## src/rtl/byte_port_pkg.sv

```systemverilog
package byte_port_pkg;

    localparam int BP_ADDR_W = 12;
    localparam int BP_DATA_W = 16;
    localparam int BP_BYTE_W = 8;
    localparam int BP_SLOTS  = 4;

    // register slot index inside the decoded window; the offset order is
    // fixed because software relies on the address of each register
    typedef enum logic [1:0] {
        SLOT_RX_DATA = 2'd0,
        SLOT_RX_STAT = 2'd1,
        SLOT_TX_DATA = 2'd2,
        SLOT_TX_STAT = 2'd3
    } slot_e;

endpackage

```

## src/rtl/bp_decode.sv

```systemverilog
module bp_decode #(
    parameter int                  ADDR_W = byte_port_pkg::BP_ADDR_W,
    parameter int                  SLOTS  = byte_port_pkg::BP_SLOTS,
    parameter logic [ADDR_W-1:0]   BASE   = 12'hFFC
) (
    input  logic [ADDR_W-1:0] addr,
    input  logic              rd,
    input  logic              wr,
    output logic [SLOTS-1:0]  rd_sel,
    output logic [SLOTS-1:0]  wr_sel
);

    logic [SLOTS-1:0] hit;

    for (genvar g = 0; g < SLOTS; g++) begin : g_slot
        localparam logic [ADDR_W-1:0] SLOT_ADDR = BASE + ADDR_W'(g);
        assign hit[g]    = (addr == SLOT_ADDR);
        assign rd_sel[g] = rd & hit[g];
        assign wr_sel[g] = wr & hit[g];
    end

endmodule

```

## src/rtl/bp_rx_chan.sv

```systemverilog
module bp_rx_chan #(
    parameter int BYTE_W = byte_port_pkg::BP_BYTE_W
) (
    input  logic              clk,
    input  logic              rst_n,
    input  logic              in_valid,
    input  logic [BYTE_W-1:0] in_byte,
    input  logic              take,
    output logic              avail,
    output logic [BYTE_W-1:0] held
);

    typedef struct packed {
        logic              avail;
        logic [BYTE_W-1:0] held;
    } rx_state_t;

    rx_state_t st_d, st_q;

    always_comb begin
        st_d = st_q;
        if (take) begin
            st_d.avail = 1'b0;
        end
        // an arrival wins over a read in the same cycle and replaces any
        // byte that software has not collected yet
        if (in_valid) begin
            st_d.avail = 1'b1;
            st_d.held  = in_byte;
        end
    end

    always_ff @(posedge clk or negedge rst_n) begin
        if (!rst_n) begin
            st_q <= '0;
        end else begin
            st_q <= st_d;
        end
    end

    assign avail = st_q.avail;
    assign held  = st_q.held;

endmodule

```

## src/rtl/bp_tx_chan.sv

```systemverilog
module bp_tx_chan #(
    parameter int BYTE_W = byte_port_pkg::BP_BYTE_W
) (
    input  logic              clk,
    input  logic              rst_n,
    input  logic              load,
    input  logic [BYTE_W-1:0] load_byte,
    input  logic              ack,
    output logic              busy,
    output logic [BYTE_W-1:0] out_byte
);

    typedef struct packed {
        logic              busy;
        logic [BYTE_W-1:0] pend;
    } tx_state_t;

    tx_state_t st_d, st_q;

    always_comb begin
        st_d = st_q;
        if (st_q.busy) begin
            // loads while busy are dropped; only the device can release
            if (ack) begin
                st_d.busy = 1'b0;
            end
        end else if (load) begin
            st_d.busy = 1'b1;
            st_d.pend = load_byte;
        end
    end

    always_ff @(posedge clk or negedge rst_n) begin
        if (!rst_n) begin
            st_q <= '0;
        end else begin
            st_q <= st_d;
        end
    end

    assign busy     = st_q.busy;
    assign out_byte = st_q.pend;

endmodule

```

## src/rtl/byte_port_io.sv

```systemverilog
module byte_port_io #(
    parameter int                ADDR_W = byte_port_pkg::BP_ADDR_W,
    parameter int                DATA_W = byte_port_pkg::BP_DATA_W,
    parameter int                BYTE_W = byte_port_pkg::BP_BYTE_W,
    parameter logic [ADDR_W-1:0] BASE   = 12'hFFC
) (
    input  logic              clk,
    input  logic              rst_n,
    input  logic [ADDR_W-1:0] bus_addr,
    input  logic              bus_rd,
    input  logic              bus_wr,
    input  logic [DATA_W-1:0] bus_wdata,
    output logic [DATA_W-1:0] bus_rdata,
    input  logic              dev_in_valid,
    input  logic [BYTE_W-1:0] dev_in_byte,
    output logic              dev_out_valid,
    output logic [BYTE_W-1:0] dev_out_byte,
    input  logic              dev_out_ack
);
    import byte_port_pkg::*;

    localparam int SLOTS   = BP_SLOTS;
    localparam int SIGN    = DATA_W - 1;
    localparam int I_RXD   = int'(SLOT_RX_DATA);
    localparam int I_RXS   = int'(SLOT_RX_STAT);
    localparam int I_TXD   = int'(SLOT_TX_DATA);
    localparam int I_TXS   = int'(SLOT_TX_STAT);

    logic [SLOTS-1:0]  rd_sel;
    logic [SLOTS-1:0]  wr_sel;
    logic              rx_avail;
    logic [BYTE_W-1:0] rx_held;
    logic              tx_busy;

    bp_decode #(
        .ADDR_W (ADDR_W),
        .SLOTS  (SLOTS),
        .BASE   (BASE)
    ) i_decode (
        .addr   (bus_addr),
        .rd     (bus_rd),
        .wr     (bus_wr),
        .rd_sel (rd_sel),
        .wr_sel (wr_sel)
    );

    bp_rx_chan #(
        .BYTE_W (BYTE_W)
    ) i_rx (
        .clk      (clk),
        .rst_n    (rst_n),
        .in_valid (dev_in_valid),
        .in_byte  (dev_in_byte),
        .take     (rd_sel[I_RXD]),
        .avail    (rx_avail),
        .held     (rx_held)
    );

    bp_tx_chan #(
        .BYTE_W (BYTE_W)
    ) i_tx (
        .clk       (clk),
        .rst_n     (rst_n),
        .load      (wr_sel[I_TXD]),
        .load_byte (bus_wdata[BYTE_W-1:0]),
        .ack       (dev_out_ack),
        .busy      (tx_busy),
        .out_byte  (dev_out_byte)
    );

    // read return: zero-extended byte or a sign-bit flag, else zero
    always_comb begin
        bus_rdata = '0;
        if (rd_sel[I_RXD]) begin
            bus_rdata[BYTE_W-1:0] = rx_held;
        end
        if (rd_sel[I_RXS]) begin
            bus_rdata[SIGN] = rx_avail;
        end
        if (rd_sel[I_TXS]) begin
            bus_rdata[SIGN] = ~tx_busy;
        end
    end

    assign dev_out_valid = tx_busy;

    logic unused_inputs;
    assign unused_inputs = ^{bus_wdata[DATA_W-1:BYTE_W], wr_sel};

endmodule

```

## config.mk

```make
export PLATFORM = sky130hd
export DESIGN_NAME = byte_port_io
export DESIGN_NICKNAME = d
export VERILOG_FILES = /design/src/rtl/byte_port_pkg.sv /design/src/rtl/bp_decode.sv /design/src/rtl/bp_rx_chan.sv /design/src/rtl/bp_tx_chan.sv /design/src/rtl/byte_port_io.sv
export SDC_FILE = /design/constraint.sdc
export NUM_CORES = 1
export LEC_CHECK = 0
export ABC_AREA = 1
export ABC_CLOCK_PERIOD_IN_PS = 1290
export BUFFER_PORTS_ARGS = -buffer_cell sky130_fd_sc_hd__buf_2
export CELL_PAD_IN_SITES_DETAIL_PLACEMENT = 0
export CELL_PAD_IN_SITES_GLOBAL_PLACEMENT = 1
export CORE_MARGIN = 1.5
export CORE_UTILIZATION = 27
export DETAILED_ROUTE_END_ITERATION = 10
export PLACE_DENSITY_LB_ADDON = 0.3
export RECOVER_POWER = 50
export REMOVE_ABC_BUFFERS = 1
export SYNTH_ARGS = -nofsm -noshare
export SYNTH_HDL_FRONTEND = slang
export SYNTH_SLANG_ARGS = --single-unit
```

## constraint.sdc

```tcl
create_clock -name clk -period 1.29 [get_ports clk]
set_input_delay 0.129 -clock clk [delete_from_list [all_inputs] [get_ports clk]]
set_output_delay 0.129 -clock clk [all_outputs]
set_load 0.02 [all_outputs]
```

==> results of run 1 <==
==> cell families (layout without fill, tap and decap cells) <==
logic type / count (synthesis) / count (layout) / share of synthesized area, %
AO/OA/AOI/OAI: 11 / 11 / 5.77
buffers and inverters: 26 / 75 / 13.9
flip-flops: 18 / 18 / 47.2
other: 1 / 7 / 0.393
AND/OR/NAND/NOR: 63 / 63 / 32.8
==> power by group <==
group	switching (mW)	internal, mW
combinational	0.0936	0.0589
clock	0.161	0.108
sequential	0.00638	0.587
==> cell usage in the layout, fill, tap and decap left out, types with 3 or more instances in the layout <==
| cell | netlist | final |
|---|---|---|
| buf_4 | 7 | 3 |
| inv_1 | 16 | 16 |
| nand3_1 | 8 | 8 |
| clkbuf_4 | 0 | 3 |
| nand2_2 | 2 | 3 |
| nor2_4 | 3 | 3 |
| nor2_1 | 4 | 3 |
| o21ai_0 | 11 | 10 |
| buf_2 | 1 | 49 |
| nand2_1 | 34 | 33 |
| conb_1 | 1 | 7 |
| nor2_2 | 8 | 9 |
| dfrtp_1 | 18 | 18 |
==> state kept, by name, summed over array words and instances, names as in the netlist <==
name	flops
i_tx.busy	1
i_rx.avail	1
i_tx.out_byte	8
i_rx.held	8
==> routing by layer <==
metal  share of wire (%)  global-route usage, %  routed length (um)  vias up
met5                   0                      0                   0        -
met4                   0                  0.833                   0        0
met3                 9.3                   5.41                 194        0
met2                  52                   23.0                1090       37
met1                  39                   12.2                 805      391
li1                    -                      -                   -      456
==> critical path: cells and delay by family (launching register included) <==
family	cells	cell delay, ps
flip-flops	1	390
AND/OR/NAND/NOR	3	230
AO/OA/AOI/OAI	1	60
buffers and inverters	2	220
==> final cells by class <==
type | count | area [um^2]
Fill cell | 384 | 2070
Inverter | 17 | 63.8
Tap cell | 46 | 57.6
Clock buffer | 3 | 22.5
Sequential cell | 18 | 450
Timing Repair Buffer | 55 | 294
Multi-Input combinational cell | 81 | 402
==> timing repair <==
action / 4_1_cts / 5_1_grt
resized for setup: 3 / 3
hold buffers: 1 / 0
endpoints found under the setup margin: 9 / 7
buffers inserted: 1 / 1
pin swaps: 0 / 1
endpoints found under the hold margin: 18 / 0
==> final timing paths <==
path / end / slack, ps / start / depth (start not counted)
worst min register to register: i_tx.out_byte[0] / 470 / i_tx.out_byte[0] / 2
min in group asynchronous: i_tx.out_byte[2] / 310 / rst_n / 2
worst max register to register: i_tx.out_byte[4] / 110 / i_tx.busy / 7
worst max-delay path: bus_rdata[15] / -20 / i_tx.busy / 6
max in group asynchronous: i_rx.held[4] / 660 / rst_n / 2
worst min-delay path: i_tx.busy / 10 / dev_out_ack / 2
==> per-stage QoR <==
| stage | hold slack (ps) | power [mW] |
|---|---|---|
| 3_5_place_dp | 93.5 | 0.756 |
| 2_1_floorplan | -167 | 0.673 |
| 4_1_cts | 0.800 | 1.04 |
| 6_report | 14.0 | 1.02 |
| 3_3_place_gp | 83.1 | 0.750 |
| 5_1_grt | 5.01 | 1.09 |
==> flow_summary.toml, run 1 <==
[logic_synthesis]
async_flop_share_pct = 100
synth_most_common_cell = "nand2_1"
ys.flop_type = "dfrtp_1"
ys_seq_area_share_pct = 47.2
synth_edf_count = 0
synthTopCellsByCount = "nand2_1 (34), dfrtp_1 (18), inv_1 (16)"
synth_cells = 119
synth.largest_area_cell = "dfrtp_1"
synth_cell_types = 18
yosys-top-cells-area = "dfrtp_1 (47%), nand2_1 (13%), inv_1 (6.3%), o21ai_0 (5.8%), buf_4 (5.5%)"
syn_area_um2 = 955
ys_warn_count = 0
synth.avg_cell_area_um2 = 8.02
synth.top_cell.area_share_pct = 47.2
ys_ff_latch = 18

[timing]
max_freq_mhz = 762
hold_viol = 0
period_needed_ps = 1310
setup_tns_ps = -22.4
post-route-period-util_pct = 102
rsz0062_at_grt = "true"
clock_skew_ps = 0.475
finalSetupViolCount = 1
layout_setup_ws_ps = -22.4
finalMaxSlewViolations = 0

[run]
drv_cap = 0

[placed_design]
gp_congestion = 0.751
post-place-ws_ps = -36.0
dp.cells = 214
placed_cell_area_mm2 = 0.00123
port_buffers = 51
hpwl_um = 1680

[die]
die-width_um = 62.5
rows = 21
die_height_um = 62.5
num_io_pins = 67
dieArea_mm2 = 0.00390
start_util_pct = 28.4
coreArea_mm2 = 0.00336

[worst_setup_path]
path_max_fanout = 2
end_kind = "primary output"
critPathLaunchType = "flip-flop"
max_stage_delay_ps = 390
crit_required_ps = 1160
arrival_ps = 1180
path_cells = "inv_1 -> nand2_1 -> o21ai_1 -> nand4_1 -> nor2_1 -> buf_4"
critPathKind = "reg2out"
slowest_stage = "dfrtp_1"

[grt]
grt_pass1_vias = 897
overflow = 0
track_usage_pct = 11.9
antenna_found_initial = 0
grt_max_degree = 19
grt_pass1_wl_um = 3740

[cts]
root_buffer = "clkbuf_4"
cts.sinks = 18
clk_latency_ps = 280
cts_max_path_buffers = 2
cts_buffers = 3
cts_tree = "built"
cts_htree_levels = 1
clk_pin_slew_ps = 90

[layout]
fin_nets = 218
postLayoutCoreUtil_pct = 38.4
area_growth_pct = 35.1
design_area_mm2 = 0.00129
drive_gt1_share_pct = 43.7
final_cells = 220
antenna_cells = 0

[power_and_ir_drop]
ir_drop_mv = 0.345
p_leak_nw = 0.778
powerDensity_mw_per_mm2 = 787

[routing]
drt_first_pass_iters = 3
wl_per_cell_um = 9.48
via_per_inst = 4.02
route.detailed.drc = 0
wl_um = 2090
via_count = 884
antenna_left = 0
drt_iter0_markers = 15

[min_path]
min_path_type = "in2reg"

[status]
violations = "negative setup slack"
outcome = "finished with violations"
No activity file was read; power rests on OpenSTA's default activity.
==> run 2: changes to the inputs <==
- GPL_TIMING_DRIVEN: unset -> 0
- MAX_ROUTING_LAYER: unset -> met4
- PLACE_DENSITY_LB_ADDON: 0.3 -> 0.1
==> run 2 against run 1 <==
Compared with the run above: the flow still finishes with violations (negative setup slack); die area unchanged; sequential power about the same; core utilization grew 0.74 points; via count up 1.0%; maximum frequency down 2.7%; cell area grew 1.9%; final cell count grew 0.91%; non-clock buffer count increased by 1; clock skew about the same; worst hold slack improved by 15 ps; register-to-register slack got worse by 60 ps; clock power up 32%; largest cell class unchanged.
==> flow_summary.toml, run 2 (same netlist as run 1, synthesis figures left out) <==
[routing]
wl_per_cell_um = 9.73
via_count = 893
wl_um = 2160
route.detailed.drc = 0
drt_first_pass_iters = 4
drt_iter0_markers = 15
antenna_left = 0
via_per_inst = 4.02

[die]
num_io_pins = 67
start_util_pct = 28.4
die-width_um = 62.5
rows = 21
coreArea_mm2 = 0.00336
die_height_um = 62.5
dieArea_mm2 = 0.00390

[cts]
root_buffer = "clkbuf_4"
cts.sinks = 18
clk_pin_slew_ps = 110
cts_htree_levels = 1
cts_buffers = 3
clk_latency_ps = 300
cts_tree = "built"
cts_max_path_buffers = 2

[layout]
final_cell_mix = "buf_2 (49), nand2_1 (34), dfrtp_1 (18)"
area_growth_pct = 37.7
drive_gt1_share_pct = 43.8
final_common_cell = "buf_2"
antenna_cells = 0
fin_nets = 219
postLayoutCoreUtil_pct = 39.1

[grt]
grt_pass1_wl_um = 3840
overflow = 0
antenna_found_initial = 0
grt_max_degree = 19
grt_pass1_vias = 926
track_usage_pct = 12.8

[worst_setup_path]
end_kind = "primary output"
reg2reg_depth = 7
crit_required_ps = 1160
worstReg2RegEnd = "i_tx.out_byte[2]"
critPathLaunchType = "flip-flop"
arrival_ps = 1220
worst-r2r-setup-slack_ps = 50
critPathKind = "reg2out"
path_max_fanout = 2
r2r_start = "i_tx.busy"

[timing]
finalSetupViolCount = 1
period_needed_ps = 1350
hold_viol = 0
post-route-period-util_pct = 105
layout_setup_ws_ps = -58.5
finalMaxSlewViolations = 0
clock_skew_ps = 0.773
max_freq_mhz = 742
rsz0062_at_grt = "true"

[placed_design]
gp_congestion = 0.700
port_buffers = 51
hpwl_um = 1600

[min_path]
min_path_type = "in2reg"
whs_path_depth = 3
hold_end = "i_rx.held[6]"
min-delay-start = "dev_in_byte[6]"

[power_and_ir_drop]
powerDensity_mw_per_mm2 = 840
ir_drop_mv = 0.360
p_leak_nw = 0.790
power_mw = 1.10

[status]
violations = "negative setup slack"
outcome = "finished with violations"

[run]
drv_cap = 0
run 2: worst max-delay path by stage:
stage	slack, ps	start	depth (start not counted)	end
2_1_floorplan	140	i_tx.busy	6	i_tx.out_byte[0]
3_3_place_gp	-50	bus_addr[9]	7	bus_rdata[3]
3_5_place_dp	-50	bus_addr[9]	7	bus_rdata[5]
4_1_cts	-80	i_tx.busy	6	bus_rdata[15]
5_1_grt	-160	i_tx.busy	6	bus_rdata[15]
6_report	-60	i_tx.busy	6	bus_rdata[15]
run 2: critical path: stages, from the launching register on:
cell     delay, ps
dfrtp_1        410
inv_2           60
nand2_1         40
o21ai_1         70
nand4_1        100
nor2_1          90
buf_4          140
run 2: power breakdown:
group | leakage (nW) | switching (mW) | internal, mW | total (mW)
sequential | 0.232 | 0.00647 | 0.587 | 0.593
combinational | 0.537 | 0.0929 | 0.0611 | 0.154
clock | 0.0210 | 0.185 | 0.172 | 0.357
total | 0.790 | 0.284 | 0.820 | 1.10
run 2: timing repair:
item / CTS / global route
buffers inserted: 1 / 2
hold buffers: 1 / 1
cloned: 0 / 0
endpoints found under the hold margin: 18 / 1
gates resized for setup: 5 / 3
pin swaps: 1 / 7
setup endpoints to repair: 9 / 10
run 2: per-layer routing:
metal	part of all wire (%)	global-route usage (%)	wire length, um	vias to the layer above
met3	6.5	3.06	141	4
met2	52	22.6	1120	31
met4	1.6	6.94	34	0
met5	0	-	0	-
met1	40	12.9	863	398
li1	-	-	-	460
run 2: layout make-up:
cell class	count	area (um^2)
Fill cell	395	2050
Sequential cell	18	450
Multi-Input combinational cell	81	399
Timing Repair Buffer	56	308
Inverter	17	63.8
Tap cell	46	57.6
Clock buffer	4	36.3
run 2: stage by stage:
step | TNS (ps) | setup slack (ps) | hold WS (ps) | instance area, um^2 | instances
finish | -58.5 | -58.5 | 28.6 | 1320 | 222
global route | -405 | -162 | 27.0 | 1320 | 222
CTS | -112 | -78.6 | 0.239 | 1280 | 219
detailed placement | -265 | -54.1 | 92.7 | 1220 | 213
global placement | -230 | -49.7 | 90.9 | 1220 | 213
floorplan | 0 | 144 | -167 | 908 | 116
